## src/rtl/tls_pkg.sv

```systemverilog
package tls_pkg;
  localparam int unsigned TLS_LANES_DEF   = 3;
  localparam int unsigned TLS_RATIO_DEF   = 7;
  localparam int unsigned TLS_HIGH_DEF    = 4;
  localparam int unsigned TLS_LOCK_DEF    = 5950000;
endpackage

```

## src/rtl/tls_frame_timer.sv

```systemverilog
module tls_frame_timer #(
  parameter int unsigned RATIO = 7,
  parameter int unsigned HIGH  = 4
) (
  input  logic clk,
  input  logic rst_n,
  output logic last_o,
  output logic high_o
);
  localparam int unsigned SW = (RATIO > 2) ? $clog2(RATIO) : 1;
  localparam logic [SW-1:0] LAST_SLOT = SW'(RATIO - 1);
  localparam logic [SW-1:0] HIGH_END  = SW'(HIGH);

  logic [SW-1:0] slot_q;

  always_ff @(posedge clk or negedge rst_n) begin
    if (!rst_n)                  slot_q <= '0;
    else if (slot_q == LAST_SLOT) slot_q <= '0;
    else                         slot_q <= slot_q + 1'b1;
  end

  assign last_o = (slot_q == LAST_SLOT);
  assign high_o = (slot_q < HIGH_END);
endmodule

```

## src/rtl/tls_lock_gate.sv

```systemverilog
module tls_lock_gate #(
  parameter int unsigned LOCK_CYCLES = 5950000
) (
  input  logic clk,
  input  logic rst_n,
  input  logic pwrdn_n,
  input  logic frame_last,
  output logic oe_o
);
  localparam int unsigned CW = $clog2(LOCK_CYCLES + 1);
  localparam logic [CW-1:0] LOCK_END = CW'(LOCK_CYCLES);

  logic [CW-1:0] cnt_q;
  logic          oe_q;
  logic          locked;

  assign locked = (cnt_q == LOCK_END);

  always_ff @(posedge clk or negedge rst_n) begin
    if (!rst_n)        cnt_q <= '0;
    else if (!pwrdn_n) cnt_q <= '0;
    else if (!locked)  cnt_q <= cnt_q + 1'b1;
  end

  always_ff @(posedge clk or negedge rst_n) begin
    if (!rst_n)                    oe_q <= 1'b0;
    else if (!pwrdn_n)             oe_q <= 1'b0;
    else if (locked && frame_last) oe_q <= 1'b1;
  end

  assign oe_o = oe_q;
endmodule

```

## src/rtl/tls_lane_shift.sv

```systemverilog
module tls_lane_shift #(
  parameter int unsigned W = 7
) (
  input  logic         clk,
  input  logic         rst_n,
  input  logic         load,
  input  logic [W-1:0] din,
  output logic         bit_o
);
  logic [W-1:0] sh_q;

  always_ff @(posedge clk or negedge rst_n) begin
    if (!rst_n)    sh_q <= '0;
    else if (load) sh_q <= din;
    else           sh_q <= {1'b0, sh_q[W-1:1]};
  end

  assign bit_o = sh_q[0];
endmodule

```

## src/rtl/tri_lane_serializer.sv

```systemverilog
module tri_lane_serializer
  import tls_pkg::*;
#(
  parameter int unsigned LANES       = TLS_LANES_DEF,
  parameter int unsigned RATIO       = TLS_RATIO_DEF,
  parameter int unsigned HIGH        = TLS_HIGH_DEF,
  parameter int unsigned LOCK_CYCLES = TLS_LOCK_DEF,
  localparam int unsigned WORD_W     = LANES * RATIO
) (
  input  logic              clk_bit,
  input  logic              rst_n,
  input  logic              pwrdn_n,
  input  logic [WORD_W-1:0] word_i,
  output logic              take_o,
  output logic [LANES-1:0]  lane_o,
  output logic              fclk_o,
  output logic              oe_o
);
  logic              frame_last;
  logic              phase_high;
  logic              oe;
  logic [WORD_W-1:0] hold_q;
  logic [LANES-1:0]  lane_raw;

  tls_frame_timer #(.RATIO(RATIO), .HIGH(HIGH)) u_timer (
    .clk    (clk_bit),
    .rst_n  (rst_n),
    .last_o (frame_last),
    .high_o (phase_high)
  );

  tls_lock_gate #(.LOCK_CYCLES(LOCK_CYCLES)) u_lock (
    .clk        (clk_bit),
    .rst_n      (rst_n),
    .pwrdn_n    (pwrdn_n),
    .frame_last (frame_last),
    .oe_o       (oe)
  );

  // Capture stage: the word waits here one frame before its lanes load it.
  always_ff @(posedge clk_bit or negedge rst_n) begin
    if (!rst_n)          hold_q <= '0;
    else if (frame_last) hold_q <= word_i;
  end

  for (genvar k = 0; k < LANES; k++) begin : g_lane
    tls_lane_shift #(.W(RATIO)) u_shift (
      .clk   (clk_bit),
      .rst_n (rst_n),
      .load  (frame_last),
      .din   (hold_q[k*RATIO +: RATIO]),
      .bit_o (lane_raw[k])
    );
  end

  assign take_o = frame_last;
  assign oe_o   = oe;
  assign lane_o = lane_raw & {LANES{oe}};
  assign fclk_o = phase_high & oe;
endmodule

```

## config.mk

```make
export PLATFORM = sky130hd
export DESIGN_NAME = tri_lane_serializer
export DESIGN_NICKNAME = d
export VERILOG_FILES = /design/src/rtl/tls_pkg.sv /design/src/rtl/tls_frame_timer.sv /design/src/rtl/tls_lock_gate.sv /design/src/rtl/tls_lane_shift.sv /design/src/rtl/tri_lane_serializer.sv
export SDC_FILE = /design/constraint.sdc
export NUM_CORES = 1
export LEC_CHECK = 0
export ABC_AREA = 1
export BUFFER_PORTS_ARGS = -buffer_cell sky130_fd_sc_hd__buf_2
export CORE_AREA = 5 5 83 92
export DETAILED_ROUTE_END_ITERATION = 7
export DIE_AREA = 0 0 88 97
export PLACE_DENSITY = 0.71
export SETUP_SLACK_MARGIN = 0.3
export SLEW_MARGIN = 0
export SYNTH_ARGS = -nofsm -noshare
export SYNTH_HDL_FRONTEND = slang
export SYNTH_SLANG_ARGS = --single-unit
```

## constraint.sdc

```tcl
create_clock -name clk_bit -period 1.8 [get_ports clk_bit]
set_clock_uncertainty 0.1 [all_clocks]
set_input_delay 0.18 -clock clk_bit [delete_from_list [all_inputs] [get_ports clk_bit]]
set_output_delay 0.18 -clock clk_bit [all_outputs]
set_load 0.005 [all_outputs]
```

Word-level counts from Yosys, hierarchy flattened

Cells that the tools add are included.

Flip-flop bits (word level): 69
Latch bits: 0
RAM bits: 0
ROM bits: 0
Input bits: 24
Output and inout bits: 6
Word-level logic and storage cells: 25
Memories kept: 0

Add/subtract/negate cells: 2
Multiply operators: 0
Div/mod/pow operators: 0
Order comparisons: 1
Equality and inequality tests: 4
Shift-type cells: 0
Muxes and demuxes: 8
Bitwise gates (word level): 2
Reduce and logical (&&, ||, !) cells: 1

Operator list:

| operator                                                                 | count |
|---|---|
| 23-bit two-way mux                                                       | 2 |
| 23-bit by 1-bit adder with 23-bit output (second input constant)         | 1 |
| 23-bit == test (second input constant)                                   | 1 |
| 7-bit two-way mux                                                        | 3 |
| 3-bit by 1-bit adder with 3-bit output (second input constant)           | 1 |
| 3-bit AND                                                                | 1 |
| 3-bit == test (second input constant)                                    | 1 |
| 3-bit less-than comparator (second input constant)                       | 1 |
| 3-bit two-way mux                                                        | 1 |
| 1-bit two-way mux                                                        | 2 |
| 2-bit by 1-bit inequality test with 1-bit output (second input constant) | 1 |
| 2-bit inequality test (second input constant)                            | 1 |
| 1-bit AND                                                                | 1 |
| 1-bit logical AND                                                        | 1 |

Longest topological paths before layout

Gate-level depths: netlist of the first run.

Word-level depth: 4
Mapped depth: 8

Cells and area by module

Synthesis of the first run repeated with hierarchy kept, for this count alone.

Cell total of the unflattened synthesis: 426
Area total of the unflattened synthesis: 3243.1 sq um

By module, submodules not included:

| module              | instances | cells each | area each (sq um) | sequential area each (sq um) |
|---|---|---|---|---|
| tls_lock_gate       | 1         | 227        | 1503.9            | 600.6 |
| tri_lane_serializer | 1         | 97         | 833.3             | 525.5 |
| tls_lane_shift      | 3         | 29         | 259.0             | 175.2 |
| tls_frame_timer     | 1         | 15         | 128.9             | 75.1 |

Worst setup path before layout of the first run

OpenSTA, ideal clock, no wires.

Path type: register to register
From: register u_lock.cnt_q[1]
To: register u_lock.cnt_q[20]
Library setup time: 0.122 ns
Arrival: 1.136 ns
Required time: 1.578 ns
Slack: 0.442 ns
Cell stages (with the launch flop): 7
Path buffers: 0
Clock period less this slack: 1.358 ns
Cell sequence: dfrtp_1 -> ha_1 -> nand3_2 -> nor2_4 -> nand3b_1 -> nor3_1 -> nor2_1

Word-level cells in the longest chain between the ends: 3
Elaborated cells between the ends (all ways): 5
Classes of those cells: add/sub (1); eq/ne (2); mux (2)

RTL lines:

| item                                     | line                | source |
|---|---|---|
| from (decl)                              | tls_lock_gate.sv:13 | `logic [CW-1:0] cnt_q;` |
| from (signal assigned)                   | tls_lock_gate.sv:22 | `else if (!locked) cnt_q <= cnt_q + 1'b1;` |
| 23-bit by 1-bit adder with 23-bit output | tls_lock_gate.sv:22 |  |
| 23-bit two-way mux                       | tls_lock_gate.sv:22 |  |
| 23-bit two-way mux                       | tls_lock_gate.sv:21 | `else if (!pwrdn_n) cnt_q <= '0;` |

Several ways; a longest one is shown, not always the timed one. The select of a mux whose other input is x is not followed.
A chain may end at the register's enable or synchronous reset.

Worst setup path after layout of the first run

From: register u_lock.cnt_q[0]
To: register u_lock.cnt_q[15]

The elaborated chain is that of the path after synthesis.

==> summary.md, run 1 <==
| Metric | Value |
|---|---|
| Synth unique cells | `25` |
| RSZ-0062 raised after global routing | `yes` |
| N_diodes | `0` |
| Core area | `6560 sq um` |
| Fin. Hold Viols | `0` |
| RR Endpoint | `u_lock.cnt_q[15]$_DFFE_PN0P_` |
| DP Wirelength | `4340 um` |
| Xor and xnor area share after synthesis | `0.273%` |
| CTS clk-pin slew, worst paths | `80 ps` |
| FF+latch area | `1730 sq um` |
| Routed WL | `7200 um` |
| GPL Wtd Cong | `0.886` |
| Fin util | `62.6%` |
| Leakage | `0.00202 uW` |
| Clock root buffer master | `clkbuf_8` |
| Vias in the first global route | `2626` |
| Worst Path Max Fanout | `3` |
| Worst hold path depth | `3` |
| CP Capture Type | `register` |
| Crit path DAT | `1650 ps` |
| Main combinational cell family by area after synthesis | `simple AND/OR/NAND/NOR gates` |
| Worst setup SP type | `register` |
| CTS Buf Count | `9` |
| CP Capture Point | `u_lock.cnt_q[15]$_DFFE_PN0P_` |
| Internal | `2480 uW` |
| Peak VDD IR | `0.592 mV` |
| Top FF cell, synth | `dfrtp_1` |
| Max Freq | `661 MHz` |
| CTS Sinks | `69` |
| Largest net degree at the start of global routing | `70` |
| Cells after synthesis | `408` |
| Reg2reg start | `u_lock.cnt_q[0]$_DFFE_PN0P_` |
| Tmin final | `1510 ps` |
| CTS tree | `done` |
| Pre-antenna DRT Iters | `4` |
| Cell Area, Synth | `3210 sq um` |
| Status | `finished, final reports clean` |
| Final #Nets | `501` |
| Slew headroom | `75.5%` |
| Clk pwr share | `43.6%` |
| P_sw | `752 uW` |
| Power density over the cells | `787 nW/um^2` |
| Gr usage total | `17.8%` |
| Final setup violation count | `0` |
| Routed length per instance | `12.8 um` |
| Clock Tree Buf Depth | `2` |
| R2r worst-path depth | `8` |
| Post-Synth Simple-Gate Area | `32.7%` |
| H-tree depth | `3` |
| Adder-Cell Fraction of Synth Area | `0.781%` |
| Share of cells above drive strength 1 | `19.2%` |
| Final Cycle Share | `84.1%` |
| Synthesis Warnings | `0` |
| Row cnt | `31` |
| Filler Cell Count | `546` |
| DRC viols | `0` |
| Total I/O pin count | `30` |
| Clk_lat worst skew | `350 ps` |
| Critical Path Start | `u_lock.cnt_q[0]$_DFFE_PN0P_` |
| Die area | `8540 sq um` |
| Reg power frac | `50.4%` |
| Vias per inst | `4.99` |
| Worst reg2reg setup slack | `290 ps` |
| Final Slew Violations | `0` |
| Portion of netlist area occupied by mux cells | `0%` |
| Commonest non-fill, non-tap cell in the layout | `nand2_1` |
| Buffers on Ports | `29` |
| Overflow after GRT | `0` |
| Seq/Total Area, Yosys | `53.9%` |
| Switch share | `23.3%` |
| First-pass GRT wire length | `12000 um` |
| Max Cap Viol | `0` |
| Async set-or-reset flop fraction in the synthesized netlist | `100%` |
| DR vias | `2802` |
| Die W | `88 um` |
| Worst-Margin Slew | `367 ps` |
| Initial antenna violation count | `0` |
| Mapped Nets | `434` |
| Initial core utilization | `48.9%` |
| Commonest cells after routing, fill and taps aside | `nand2_1 (157), dfrtp_1 (67), nor2_1 (46)` |
| Critical path class | `register to register` |
| Multi-input combinational cell area | `1330 sq um` |
| Required @ worst endpoint | `1940 ps` |
| Hold crit path type | `primary input to register` |
| Synth Area in Compound Gates | `5.50%` |
| Setup TNS | `0 ps` |
| Post-route ant nets | `0` |
| Comb pwr share | `6.0%` |
| Post-synth EDFFs | `0` |
| Die height | `97 um` |
| Flops & latches, synth | `69` |
| Number of DRC markers in iteration 0 | `159` |
| Mapped Avg Cell Area | `7.86 sq um` |
| Area Growth Syn to Fin | `28.1%` |
==> power groups by stage <==
stage          clock (uW)  combinational [uW]  sequential, uW
2_1_floorplan           0                62.7            1650
3_3_place_gp            0                 134            1650
3_5_place_dp            0                 139            1660
4_1_cts              1420                 177            1620
5_1_grt              1510                 222            1640
6_report             1410                 193            1630
==> per-layer routing <==
layer	wire (um)	share of wire [%]	global-route usage, %
met1	3200	44	24.3
met2	3570	50	27.2
met3	337	4.7	4.50
met4	97	1.3	6.49
met5	0	0	0
==> registers in the layout (all words and copies together), names as in the netlist <==
signal               cells
u_lock.oe_o              1
g_lane.u_shift.sh_q     21
hold_q                  21
u_lock.cnt_q            23
u_timer.slot_q           3
==> worst max-delay path: stages, from the launching register on <==
cell and delay, ps:
dfrtp_1 430, inv_2 90, buf_4 150, nor2_4 140, buf_4 150, nand2_2 60, nor2_2 110, xnor2_1 120
nor2_1 50
==> cells in the mapped netlist (all sizes together) (2+ instances only) <==
master	n	share of area (%)
inv	44	5.2
nand2	162	19
ha	2	0.78
a21oi	12	1.9
o21ai	22	3.4
nand4	7	1.4
nor2	56	8.0
dfrtp	69	54
nand3	13	2.3
nor3	6	0.94
clkbuf	2	0.23
buf	8	1.4
==> timing repair <==
item	CTS	global route
buffers inserted	3	6
resized for setup	5	21
endpoints found under the setup margin	3	32
cloned	1	0
hold endpoints to repair	90	0
pin swaps	1	12
hold buffers	22	0
==> kinds of logic (layout without fill, tap and decap cells) <==
logic type | after synthesis | after routing
AOI/OAI and AO/OA | 35 | 35
xor gates and xnor gates | 1 | 1
adders and majority gates | 2 | 2
buffers and inverters | 54 | 126
DFF | 69 | 69
and+or+nand+nor | 247 | 247
==> through the flow <==
step                      total power, uW  std cells  setup WS, ps  cell area, sq um  hold WS [ps]
after CTS                            3220        556           309              3980          48.6
final                                3230        562           286              4110          61.7
after global placement               1790        514           341              3460           131
after floorplan                      1710        408           442              3210          -216
after detailed placement             1790        514           299              3460           131
after global routing                 3360        562           219              4110          59.7
==> layout make-up <==
cell class / count / share of cell area [%]
Sequential cell: 69 / 42.1
Clock inverter: 7 / 2.38
Timing Repair Buffer: 66 / 13.3
Tap cell: 82 / 2.50
Clock buffer: 9 / 3.02
Inverter: 44 / 4.20
Multi-Input combinational cell: 285 / 32.5
==> worst min path at each step <==
stage	to	startpoint	slack (ps)
3_5_place_dp	u_lock.cnt_q[18]$_DFFE_PN0P_	rst_n	130
5_1_grt	u_lock.cnt_q[18]$_DFFE_PN0P_	pwrdn_n	60
4_1_cts	u_lock.cnt_q[18]$_DFFE_PN0P_	pwrdn_n	50
2_1_floorplan	g_lane[0].u_shift.sh_q[0]$_DFF_PN0_	rst_n	-220
6_report	u_lock.cnt_q[18]$_DFFE_PN0P_	pwrdn_n	60
3_3_place_gp	u_lock.cnt_q[18]$_DFFE_PN0P_	rst_n	130
(Power assumes the default switching activity.)
==> run 2: changes to the inputs <==
==> constraint.sdc (replaced) <==
create_clock -name clk_bit -period 1.5 [get_ports clk_bit]
set_clock_uncertainty 0.1 [all_clocks]
set_input_delay 0.15 -clock clk_bit [delete_from_list [all_inputs] [get_ports clk_bit]]
set_output_delay 0.15 -clock clk_bit [all_outputs]
set_load 0.005 [all_outputs]
==> run 2 against run 1 <==
Against the previous run:
- the run now ends with negative setup slack left
- clock power grew 49%
- non-clock buffer count increased by 17
- power increased by 35%
- count of clock-buffer cells in the layout did not move
- register-to-register slack worse by 340 ps
- setup slack got worse by 340 ps
- sequential power is 21% higher
- critical path type is now register to output port
- largest cell class unchanged
- largest power group is now the clock network
==> summary.md, run 2 (synthesis results as in run 1) <==
| Metric | Value |
|---|---|
| DP Wirelength | `4280 um (-1.4%)` |
| Worst Path Max Fanout | `3 (unchanged)` |
| Clock root buffer master | `clkbuf_8` |
| GPL Wtd Cong | `0.869 (-1.9%)` |
| Worst-Margin Slew | `380 ps (+13.0 ps)` |
| Peak VDD IR | `1.03 mV (+73%)` |
| Tmin final | `1560 ps` |
| Area Growth Syn to Fin | `52.7%` |
| RSZ-0062 raised after global routing | `yes` |
| Cell count after placement | `513 (-0.19%)` |
| Fin util | `74.7% (+12 points)` |
| Fin. Hold Viols | `0 (unchanged)` |
| Routed WL | `10300 um (+44%)` |
| Pre-antenna DRT Iters | `5 (+1)` |
| Largest net degree at the start of global routing | `70 (unchanged)` |
| First-pass GRT wire length | `12500 um (+4.2%)` |
| Total I/O pin count | `30 (unchanged)` |
| Final cell count without fillers | `585 (+4.1%)` |
| Top reg by flops | `u_lock.cnt_q` |
| Max Cap Viol | `0 (unchanged)` |
| Core area | `6560 sq um (unchanged)` |
| CP Capture Type | `output port` |
| Total power | `4370 uW (+35%)` |
| CTS Buf Count | `9 (unchanged)` |
| Crit path DAT | `1310 ps (-340 ps)` |
| Leakage | `0.00234 uW (+15%)` |
| Largest register FFs | `23 (unchanged)` |
| Die W | `88 um (unchanged)` |
| Buffers on Ports | `29 (unchanged)` |
| Gr usage total | `18.3% (+0.51 points)` |
| N_diodes | `0 (unchanged)` |
| Final setup violation count | `15 (+15)` |
| Fin worst setup slack | `-57.8 ps (-344 ps)` |
| Final Cycle Share | `104%` |
| Placed Area | `3470 sq um (+0.22%)` |
| DR vias | `3179 (+13%)` |
| Die height | `97 um (unchanged)` |
| Violated checks | `negative setup slack` |
| Initial antenna violation count | `0 (unchanged)` |
| CTS Sinks | `69 (unchanged)` |
| Vias per inst | `5.43 (+9.0%)` |
| Hold crit path type | `primary input to register` |
| Die area | `8540 sq um (unchanged)` |
| Slew headroom | `74.6% (-0.87 points)` |
| Largest registers | `u_lock.cnt_q (23), g_lane.u_shift.sh_q (21), hold_q (21)` |
| CTS clk-pin slew, worst paths | `90 ps (about the same)` |
| Clock Tree Buf Depth | `2 (unchanged)` |
| Power density over the cells | `894 nW/um^2 (+14%)` |
| Final #Nets | `524 (+4.6%)` |
| Initial core utilization | `48.9% (unchanged)` |
| CTS tree | `done` |
| Commonest cells after routing, fill and taps aside | `nand2_1 (103), dfrtp_1 (61), nand2_2 (40)` |
| Required @ worst endpoint | `1250 ps (-690 ps)` |
| Setup TNS | `-279 ps (-279 ps)` |
| Vias in the first global route | `2843 (+8.3%)` |
| Number of DRC markers in iteration 0 | `264 (+66%)` |
| Commonest non-fill, non-tap cell in the layout | `nand2_1` |
| Critical path class | `register to output port` |
| Routed length per instance | `17.7 um (+38%)` |
| DRC viols | `0 (unchanged)` |
| Layout Cell Area excl Fill | `4890 sq um (+19%)` |
| Share of cells above drive strength 1 | `41.2% (+22 points)` |
| Row cnt | `31 (unchanged)` |
| Max Freq | `642 MHz` |
| H-tree depth | `3 (unchanged)` |
| Filler Cell Count | `390 (-29%)` |
| Final Slew Violations | `0 (unchanged)` |
| Clk_lat worst skew | `360 ps (about the same)` |
| Status | `complete, but fails checks` |
| Worst setup SP type | `register` |
| Overflow after GRT | `0 (unchanged)` |
| Post-route ant nets | `0 (unchanged)` |
==> run 2: changes by cell type in the layout (fill, tap and decap cells not counted), moves of 5 or more <==
cell     before  now
buf_6         1   16
nor2_2        3    9
o21ai_0      19    1
nand2_2       4   40
nand2_1     157  103
o21ai_1       0   10
nand2_4       1   19
dfrtp_1      67   61
o21ai_2       3   11
nor2_1       46   36
inv_1        39   34
dfrtp_2       2    8
==> run 2: layout make-up <==
class	count	area (sq um)	share of cell area, %
clock inverters	7	145	2.97
repair buffers	83	803	16.4
flip-flops and latches	69	1740	35.5
repair inverters	6	96.3	1.97
multi-input cells	285	1690	34.6
well taps	82	103	2.10
inverters	44	193	3.94
clock buffers	9	124	2.53
==> run 2: critical path: stages, from the launching register on <==
cell     delay, ps
dfrtp_1        420
nand2_2         90
nor2_4         210
buf_12         140
buf_6           80
==> run 2: power by group <==
part | switching, uW | internal (uW) | leakage (uW)
Sequential | 50.2 | 1920 | 0.000851
Combinational | 158 | 140 | 0.00135
Clock | 818 | 1280 | 0.000130
Total | 1030 | 3350 | 0.00234
==> run 2: per-stage QoR <==
stage / setup slack, ps / hold slack [ps]
after floorplan: 145 / -246
after CTS: 44.6 / 59.8
final: -57.8 / 74.2
after global routing: -109 / 85.8
after detailed placement: 2.76 / 104
after global placement: 78.8 / 103
==> run 2: final timing paths <==
path | startpoint | endpoint | slack [ps] | cells past startpoint
max reg2reg | u_timer.slot_q[1]$_DFF_PN0_ | g_lane[2].u_shift.sh_q[2]$_DFF_PN0_ | -50 | 7
max in group asynchronous | rst_n | u_lock.oe_o$_DFFE_PN0P_ | 730 | 3
min reg2reg | g_lane[0].u_shift.sh_q[1]$_DFF_PN0_ | g_lane[0].u_shift.sh_q[0]$_DFF_PN0_ | 350 | 2
min | pwrdn_n | u_lock.cnt_q[7]$_DFFE_PN0P_ | 70 | 3
max | u_timer.slot_q[1]$_DFF_PN0_ | take_o | -60 | 4
min in group asynchronous | rst_n | u_lock.cnt_q[13]$_DFFE_PN0P_ | 230 | 3
==> run 2: repair_timing <==
item	4_1_cts	5_1_grt
setup buffers	13	12
cloned	2	7
pin swaps	16	29
endpoints found under the setup margin	72	74
endpoints found under the hold margin	90	0
resized for setup	53	144
hold buffers	22	0
==> run 2: per-layer routing <==
metal	GRT usage, %	wire length (um)	share of wire, %	vias up
met3	2.97	602	5.8	56
met5	0	0	0	-
met1	22.2	3740	36	1548
li1	-	-	-	1444
met4	8.74	565	5.5	0
met2	31.0	5430	52	131
